--- config.mk ---
export PLATFORM = sky130hd
export DESIGN_NAME = dual_timer
export DESIGN_NICKNAME = d
export VERILOG_FILES = /design/src/rtl/dtmr_pkg.sv /design/src/rtl/pb_fall_sync.sv /design/src/rtl/tmr_unit.sv /design/src/rtl/dual_timer.sv
export SDC_FILE = /design/constraint.sdc
export NUM_CORES = 1
export LEC_CHECK = 0
export BUFFER_PORTS_ARGS = -buffer_cell sky130_fd_sc_hd__buf_2
export CAP_MARGIN = 20
export CORE_MARGIN = 4
export CORE_UTILIZATION = 35
export CTS_CLUSTER_DIAMETER = 150
export DETAILED_ROUTE_END_ITERATION = 8
export GPL_ROUTABILITY_DRIVEN = 0
export PLACE_DENSITY = 0.61
export SETUP_SLACK_MARGIN = 0.02
export SYNTH_ARGS = -nofsm -noshare
export SYNTH_HDL_FRONTEND = slang
export SYNTH_SLANG_ARGS = --single-unit
--- constraint.sdc ---
create_clock -name clk -period 4.2 [get_ports clk]
set_input_delay 0.42 -clock clk [delete_from_list [all_inputs] [get_ports clk]]
set_output_delay 0.42 -clock clk [all_outputs]
set_load 0.005 [all_outputs]
--- src/rtl/dtmr_pkg.sv ---
package dtmr_pkg;
    localparam int BYTE_W    = 8;
    localparam int CNT_W     = 2 * BYTE_W;
    localparam int ADDR_W    = 4;
    localparam int NUM_TMR   = 2;
    localparam int PULSE_TMR = 1;
    localparam int PULSE_BIT = 5;
    localparam int SYNC_LEN  = 2;

    localparam logic [ADDR_W-1:0] A_T1_LO = 4'd4;
    localparam logic [ADDR_W-1:0] A_T1_HI = 4'd5;
    localparam logic [ADDR_W-1:0] A_T2_LO = 4'd8;
    localparam logic [ADDR_W-1:0] A_T2_HI = 4'd9;
    localparam logic [ADDR_W-1:0] A_MODE  = 4'd11;

    typedef struct packed {
        logic [CNT_W-1:0]  cnt;
        logic [BYTE_W-1:0] lat;
        logic              armed;
        logic              flag;
    } tmr_state_t;

    typedef struct packed {
        logic pulse;
    } ctl_state_t;

    function automatic logic [ADDR_W-1:0] lo_addr(input int idx);
        return (idx == 0) ? A_T1_LO : A_T2_LO;
    endfunction

    function automatic logic [ADDR_W-1:0] hi_addr(input int idx);
        return (idx == 0) ? A_T1_HI : A_T2_HI;
    endfunction
endpackage

--- src/rtl/pb_fall_sync.sv ---
module pb_fall_sync #(
    parameter int STAGES = 2
) (
    input  logic clk,
    input  logic rst_n,
    input  logic en,
    input  logic pin,
    output logic fall
);
    localparam int LEN = STAGES + 1;

    logic [LEN-1:0] sh_d, sh_q;

    always_comb begin
        sh_d = sh_q;
        if (en) sh_d = {sh_q[LEN-2:0], pin};
    end

    always_ff @(posedge clk) begin
        if (!rst_n) sh_q <= '0;
        else        sh_q <= sh_d;
    end

    // older sample high, newer sample low: a falling edge
    assign fall = sh_q[LEN-1] & ~sh_q[LEN-2];
endmodule

--- src/rtl/tmr_unit.sv ---
module tmr_unit
    import dtmr_pkg::*;
(
    input  logic              clk,
    input  logic              rst_n,
    input  logic              tick,
    input  logic              wr_lo,
    input  logic              wr_hi,
    input  logic              rd_lo,
    input  logic [BYTE_W-1:0] wdata,
    output logic [CNT_W-1:0]  cnt,
    output logic              flag
);
    tmr_state_t st_d, st_q;
    logic       timeout;

    assign timeout = tick && (st_q.cnt == '0) && st_q.armed;

    always_comb begin
        st_d = st_q;
        if (wr_lo) st_d.lat = wdata;
        if (wr_hi) begin
            st_d.cnt   = {wdata, st_q.lat};
            st_d.armed = 1'b1;
            st_d.flag  = 1'b0;
        end else begin
            if (tick) st_d.cnt = st_q.cnt - CNT_W'(1);
            if (timeout) begin
                st_d.flag  = 1'b1;
                st_d.armed = 1'b0;
            end else if (rd_lo) begin
                st_d.flag = 1'b0;
            end
        end
    end

    always_ff @(posedge clk) begin
        if (!rst_n) st_q <= '0;
        else        st_q <= st_d;
    end

    assign cnt  = st_q.cnt;
    assign flag = st_q.flag;
endmodule

--- src/rtl/dual_timer.sv ---
module dual_timer
    import dtmr_pkg::*;
(
    input  logic              clk,
    input  logic              rst_n,
    input  logic              ph2_en,
    input  logic              cs,
    input  logic              we,
    input  logic [ADDR_W-1:0] addr,
    input  logic [BYTE_W-1:0] wdata,
    output logic [BYTE_W-1:0] rdata,
    input  logic              pb6_in,
    output logic              t1_irq,
    output logic              t2_irq
);
    logic             acc_wr, acc_rd, pb_fall;
    logic [CNT_W-1:0] cnt_w  [NUM_TMR];
    logic             flag_w [NUM_TMR];
    ctl_state_t       ctl_d, ctl_q;

    assign acc_wr = ph2_en & cs & we;
    assign acc_rd = ph2_en & cs & ~we;

    always_comb begin
        ctl_d = ctl_q;
        if (acc_wr && addr == A_MODE) ctl_d.pulse = wdata[PULSE_BIT];
    end

    always_ff @(posedge clk) begin
        if (!rst_n) ctl_q <= '0;
        else        ctl_q <= ctl_d;
    end

    pb_fall_sync #(.STAGES(SYNC_LEN)) u_sync (
        .clk  (clk),
        .rst_n(rst_n),
        .en   (ph2_en),
        .pin  (pb6_in),
        .fall (pb_fall)
    );

    for (genvar i = 0; i < NUM_TMR; i++) begin : g_tmr
        logic tick;
        if (i == PULSE_TMR) begin : g_pulse
            assign tick = ph2_en & (ctl_q.pulse ? pb_fall : 1'b1);
        end else begin : g_plain
            assign tick = ph2_en;
        end
        tmr_unit u_tmr (
            .clk  (clk),
            .rst_n(rst_n),
            .tick (tick),
            .wr_lo(acc_wr && addr == lo_addr(i)),
            .wr_hi(acc_wr && addr == hi_addr(i)),
            .rd_lo(acc_rd && addr == lo_addr(i)),
            .wdata(wdata),
            .cnt  (cnt_w[i]),
            .flag (flag_w[i])
        );
    end

    always_comb begin
        rdata = '0;
        if (cs) begin
            for (int i = 0; i < NUM_TMR; i++) begin
                if (addr == lo_addr(i)) rdata = cnt_w[i][BYTE_W-1:0];
                if (addr == hi_addr(i)) rdata = cnt_w[i][CNT_W-1:BYTE_W];
            end
            if (addr == A_MODE) rdata[PULSE_BIT] = ctl_q.pulse;
        end
    end

    assign t1_irq = flag_w[0];
    assign t2_irq = flag_w[1];
endmodule

# Word-level counts from Yosys, hierarchy flattened
# Index checks and enable logic that the tools add are counted.
dict set report totals {
  regBits 56
  output_inout_bits 10
}
dict set report classes {
  addsub 2
  n_eq_ne 5
  mux 19
  bitwise_logic 8
  reduce_logical 21
}
# cell count
set ops {}
lappend ops {{2-to-1 mux 16 bit} 4}
lappend ops {{2-to-1 mux 8 bit} 5}
lappend ops {{zero test 16 bit} 2}
lappend ops {{subtractor 16 x 1 -> 16 bit, second input constant} 2}
lappend ops {{== test 4 bit, second input constant} 3}
lappend ops {{nonzero test 2 bit} 6}
lappend ops {{logical AND 1 bit} 11}
lappend ops {{== test 4 x 3 -> 1 bit, second input constant} 2}
lappend ops {{2-to-1 mux 1 bit} 8}
lappend ops {{bitwise AND 1 bit} 5}
lappend ops {{2-to-1 mux 2 bit} 2}
lappend ops {{OR reduction 2 bit} 2}
lappend ops {{NOT 1 bit} 3}

# Longest topological paths before layout
dict set report logic_depth {
  ltp_word 8
  depth_mapped 7
  mapped_depth_nobuf 6
}

# Modules after synthesis
# A second synthesis with hierarchy kept.
dict set report hier_totals {
  cells_unflattened 389
  area_unflattened_um2 3303.2
}
# module n_inst cells_per_inst area_per_inst_um2
set by_module_without_submodules {}
lappend by_module_without_submodules {tmr_unit 2 158 1368.8}
lappend by_module_without_submodules {dual_timer 1 63 450.4}
lappend by_module_without_submodules {pb_fall_sync 1 10 115.1}

# Worst setup path before layout
# No wires, ideal clock.
dict set report synth_path {
  kind {in2out}
  start {input port addr[0]}
  end {output port rdata[0]}
  arrival_ns 1.812
  t_required_ns 3.780
  path_slack_ns 1.968
  path_stages 5
  n_path_buf 2
  path_cell_list {clkbuf_1 -> nor4bb_1 -> clkbuf_1 -> a222oi_1 -> nor2b_1}
}
dict set report synth_between {
  elab_chain_cells 6
  elab_cells_between_ends 9
  classes_between {eq/ne (4); mux (5)}
}
# element line_no
set synth_lines {}
lappend synth_lines {{start: declaration} dual_timer.sv:9} ;# input logic [ADDR_W-1:0] addr,
lappend synth_lines {{== test 4 x 3 -> 1 bit} dual_timer.sv:66} ;# if (addr == lo_addr(i)) rdata = cnt_w[i][BYTE_W-1:0];
lappend synth_lines {{2-to-1 mux 8 bit} dual_timer.sv:66}
lappend synth_lines {{2-to-1 mux 8 bit} dual_timer.sv:67} ;# if (addr == hi_addr(i)) rdata = cnt_w[i][CNT_W-1:BYTE_W];
lappend synth_lines {{2-to-1 mux 8 bit} dual_timer.sv:66}
lappend synth_lines {{2-to-1 mux 8 bit *} dual_timer.sv:67}
lappend synth_lines {{2-to-1 mux 8 bit *} dual_timer.sv:64} ;# if (cs) begin
lappend synth_lines {{end: declaration} dual_timer.sv:11} ;# output logic [BYTE_W-1:0] rdata,
# Every way passes the cells marked *; elsewhere a longest branch is shown, timed or not.

# Worst setup path after layout
dict set report layout_path {
  start {input port addr[0]}
  end {output port rdata[2]}
}
# The elaborated chain is that of the path after synthesis.

==> metrics.md <==
| Metric | Value |
|---|---|
| ANT cells | 0 |
| Simple-gate share of the synthesized area | 0.219 |
| EDFF count, synth | 0 |
| Total number of vias | 3,002 |
| Initial antenna violation count | 0 |
| Max_slew headroom | 0.304 |
| Final wirelength | 9220 um |
| Area of the core | 8640 um2 |
| Share of layout cells above drive strength 1 | 0.152 |
| Most frequent cell after synthesis | dfxtp_1 |
| Die Footprint | 10,400 um2 |
| Post-Syn Area per Cell | 8.30 um2 |
| Startpoint types | input port |
| Synth top area cells | dfxtp_1, a21oi_1, o21ai_0 |
| Most used cell, CP | buf_2 |
| Crit Path Max Fanout | 19 |
| Async SR Flop Fraction | 0 |
| Clock sinks | 56 |
| TritonRoute pass-1 iters | 5 |
| Chip Width | 102 um |
| Detail Route Antenna Nets | 0 |
| Vias in the first global route | 2,750 |
| Post-Syn Nets | 392 |
| CTS HTree Levels | 2 |
| Critical Path Slowest Stage Cell | nor4bb_4 |
| Setup crit end kind | primary output |
| Post-CTS Hold Buffers | 0 |
| Num CTS Buffers | 5 |
| Setup tns final | 0 ns |
| Max incr delay on CP | 0.67 ns |
| Min-Delay Path Class | input port to flip-flop |
| Post-Syn Instances | 372 |
| Clk pin slew, worst setup/hold paths | 0.11 ns |
| Post-Syn Area | 3090 um2 |
| Tcrit/Tclk final | 0.606 |
| RSZ-0062 raised after global routing | no |
| Nets | 400 |
| Clk buf depth | 2 |
| Post-DP HPWL | 6380 um |
| CTS tree | built |
| First-pass GRT wire length | 14,800 um |
| Largest net degree at the start of global routing | 38 |
| Status | completed |
| GRT Util Overall | 0.183 |
| Type of the worst setup path | input port to primary output |
| Slew Viols, Final | 0 |
| Worst-Margin Slew | 1.04 ns |
| Crit path max-delay family | simple AND/OR/NAND/NOR gates |
| Crit-path cells | buf_2 -> nor4bb_4 -> buf_4 -> a222oi_1 -> nor2b_1 -> buf_2 |
| I/O Buffers | 27 |
| Post-CTS Setup Inserts | 0 |
| Initial DRC Count | 322 |
| Post-synth top cells | dfxtp_1, a21oi_1, clkbuf_1, nand2_1, o21ai_0 |
| Io pins | 28 |
| Total of max-cap violations | 0 |
| Drt wl/cell | 18.9 um |
| Worst-Skew Late Latency | 0.32 ns |
| Worst hold slack | 0.352 ns |
| Netlist cell types | 58 |
| Clock root cell | clkbuf_8 |
| Fin crit period | 2.55 ns |
| Synth Area in Adders | 0.00810 |
| Crit path arrival time | 2.13 ns |
| Layout area overhead | 10.8% |
| Share of Yosys cell area claimed by the top area cell type | 0.363 |
| Yosys top cell by area | dfxtp_1 |
| Gates resized, CTS repair | 0 |
| Top_reg_cell synth | dfxtp_1 |
| Die H | 102 um |
| Final setup viols | 0 |
| Seq/Total Area, Yosys | 0.363 |
| Pwr Density | 410 nW/um2 |
| Mux cell area share after synthesis | 0.0608 |
| Buf+Inv Stages, Crit Path | 3 |
| Setup Skew | 0.00624 ns |
| Synthesized flop and latch total | 56 |
| Initial Utilization | 0.358 |
| Pleak | 1.25 nW |
| Syn. warnings | 0 |
| Row count | 34 |
| Fin. Hold Viols | 0 |
| Worst endpoint required time | 3.78 ns |
| Max Fclk | 393 MHz |
| Vias/cell | 6.14 |
| GRT overflow | 0 |
| DRC violations left | 0 |
| Max IR drop VDD | 138 uV |
| Largest family of logic cells by synthesized area | compound AO/OA/AOI/OAI gates |
| Synth Area in XOR/XNOR | 0.0170 |
| Compound-Gate Fraction of Synth Area | 0.284 |
power by group:
part	internal [W]	switching (W)	total [W]
clock network	0.000195	0.000189	0.000384
logic	0.000161	0.000201	0.000362
registers	0.000584	0.0000734	0.000658
flip-flops by register name, indices dropped and copies added, names as in the netlist:
| register | cells |
|---|---|
| ctl_q | 1 |
| g_tmr.u_tmr.st_q | 18 |
| u_sync.sh_q | 3 |
| g_tmr.u_tmr.flag | 2 |
| g_tmr.u_tmr.cnt | 32 |
layer usage:
metal | part of all wire | routed length [um] | global-route usage
met1 | 0.44 | 4070 | 0.251
met2 | 0.46 | 4200 | 0.286
met3 | 0.073 | 671 | 0.0307
met4 | 0.030 | 281 | 0.0737
met5 | 0 | 0 | 0
stage by stage:
step | instance area (um2) | std cells | utilization | setup WS [ns] | total power, W
finish | 3420 | 489 | 0.396 | 1.65 | 0.00140
global placement | 3290 | 480 | 0.381 | 1.67 | 0.00101
floorplan | 3090 | 372 | - | 1.97 | 0.000924
CTS | 3410 | 488 | 0.395 | 1.67 | 0.00140
detailed placement | 3290 | 480 | 0.381 | 1.62 | 0.00102
global route | 3420 | 489 | 0.396 | 1.48 | 0.00148
layout make-up:
| cell class | instances | area, um2 |
|---|---|---|
| well taps | 108 | 135 |
| flip-flops and latches | 56 | 1120 |
| fillers | 888 | 5210 |
| inverters | 9 | 33.8 |
| clock inverters | 2 | 38.8 |
| clock buffers | 6 | 82.6 |
| multi-input cells | 277 | 1840 |
| repair buffers | 31 | 170 |
layout by cell type (no fill, tap or decap), drive strengths merged, types with 3 or more instances in the layout:
master	instances
dfxtp	56
a21oi	33
buf	30
nand2	28
o21ai	26
nor2	20
mux2i	12
a211oi	11
nand3	10
a31oi	10
or4	10
nor2b	9
o211ai	9
inv	9
a222oi	8
nor3	8
mux2	6
xnor2	6
a22oi	6
clkbuf	6
and3	5
o21a	5
or3	5
and4	4
nor3b	3
nand4b	3
a2111oi	3
o31a	3
cell families (layout without fill, tap and decap cells):
logic type                 Yosys count  after routing
muxes                               18             18
AOI/OAI and AO/OA                  131            131
DFF                                 56             56
xor gates and xnor gates             6              6
buffers and inverters               39             48
adders and majority gates            2              2
and+or+nand+nor                    120            120
worst min-delay path, stage by stage:
cell and delay [ns]:
buf_2 0.08, mux2i_1 0.06, nor2_1 0.08
worst paths after layout:
path,from,to,slack [ns],depth (start not counted)
hold reg to reg,g_tmr[1].u_tmr.st_q[3]$_SDFFE_PN0P_,g_tmr[1].u_tmr.cnt[1]$_SDFFE_PN0P_,0.46,2
setup / recovery,addr[0],rdata[2],1.65,6
hold / removal,pb6_in,u_sync.sh_q[0]$_SDFFE_PN0P_,0.35,3
setup reg to reg,g_tmr[0].u_tmr.cnt[0]$_SDFFE_PN0P_,g_tmr[0].u_tmr.flag$_SDFFE_PP0P_,1.73,6
(Power assumes the default switching activity.)
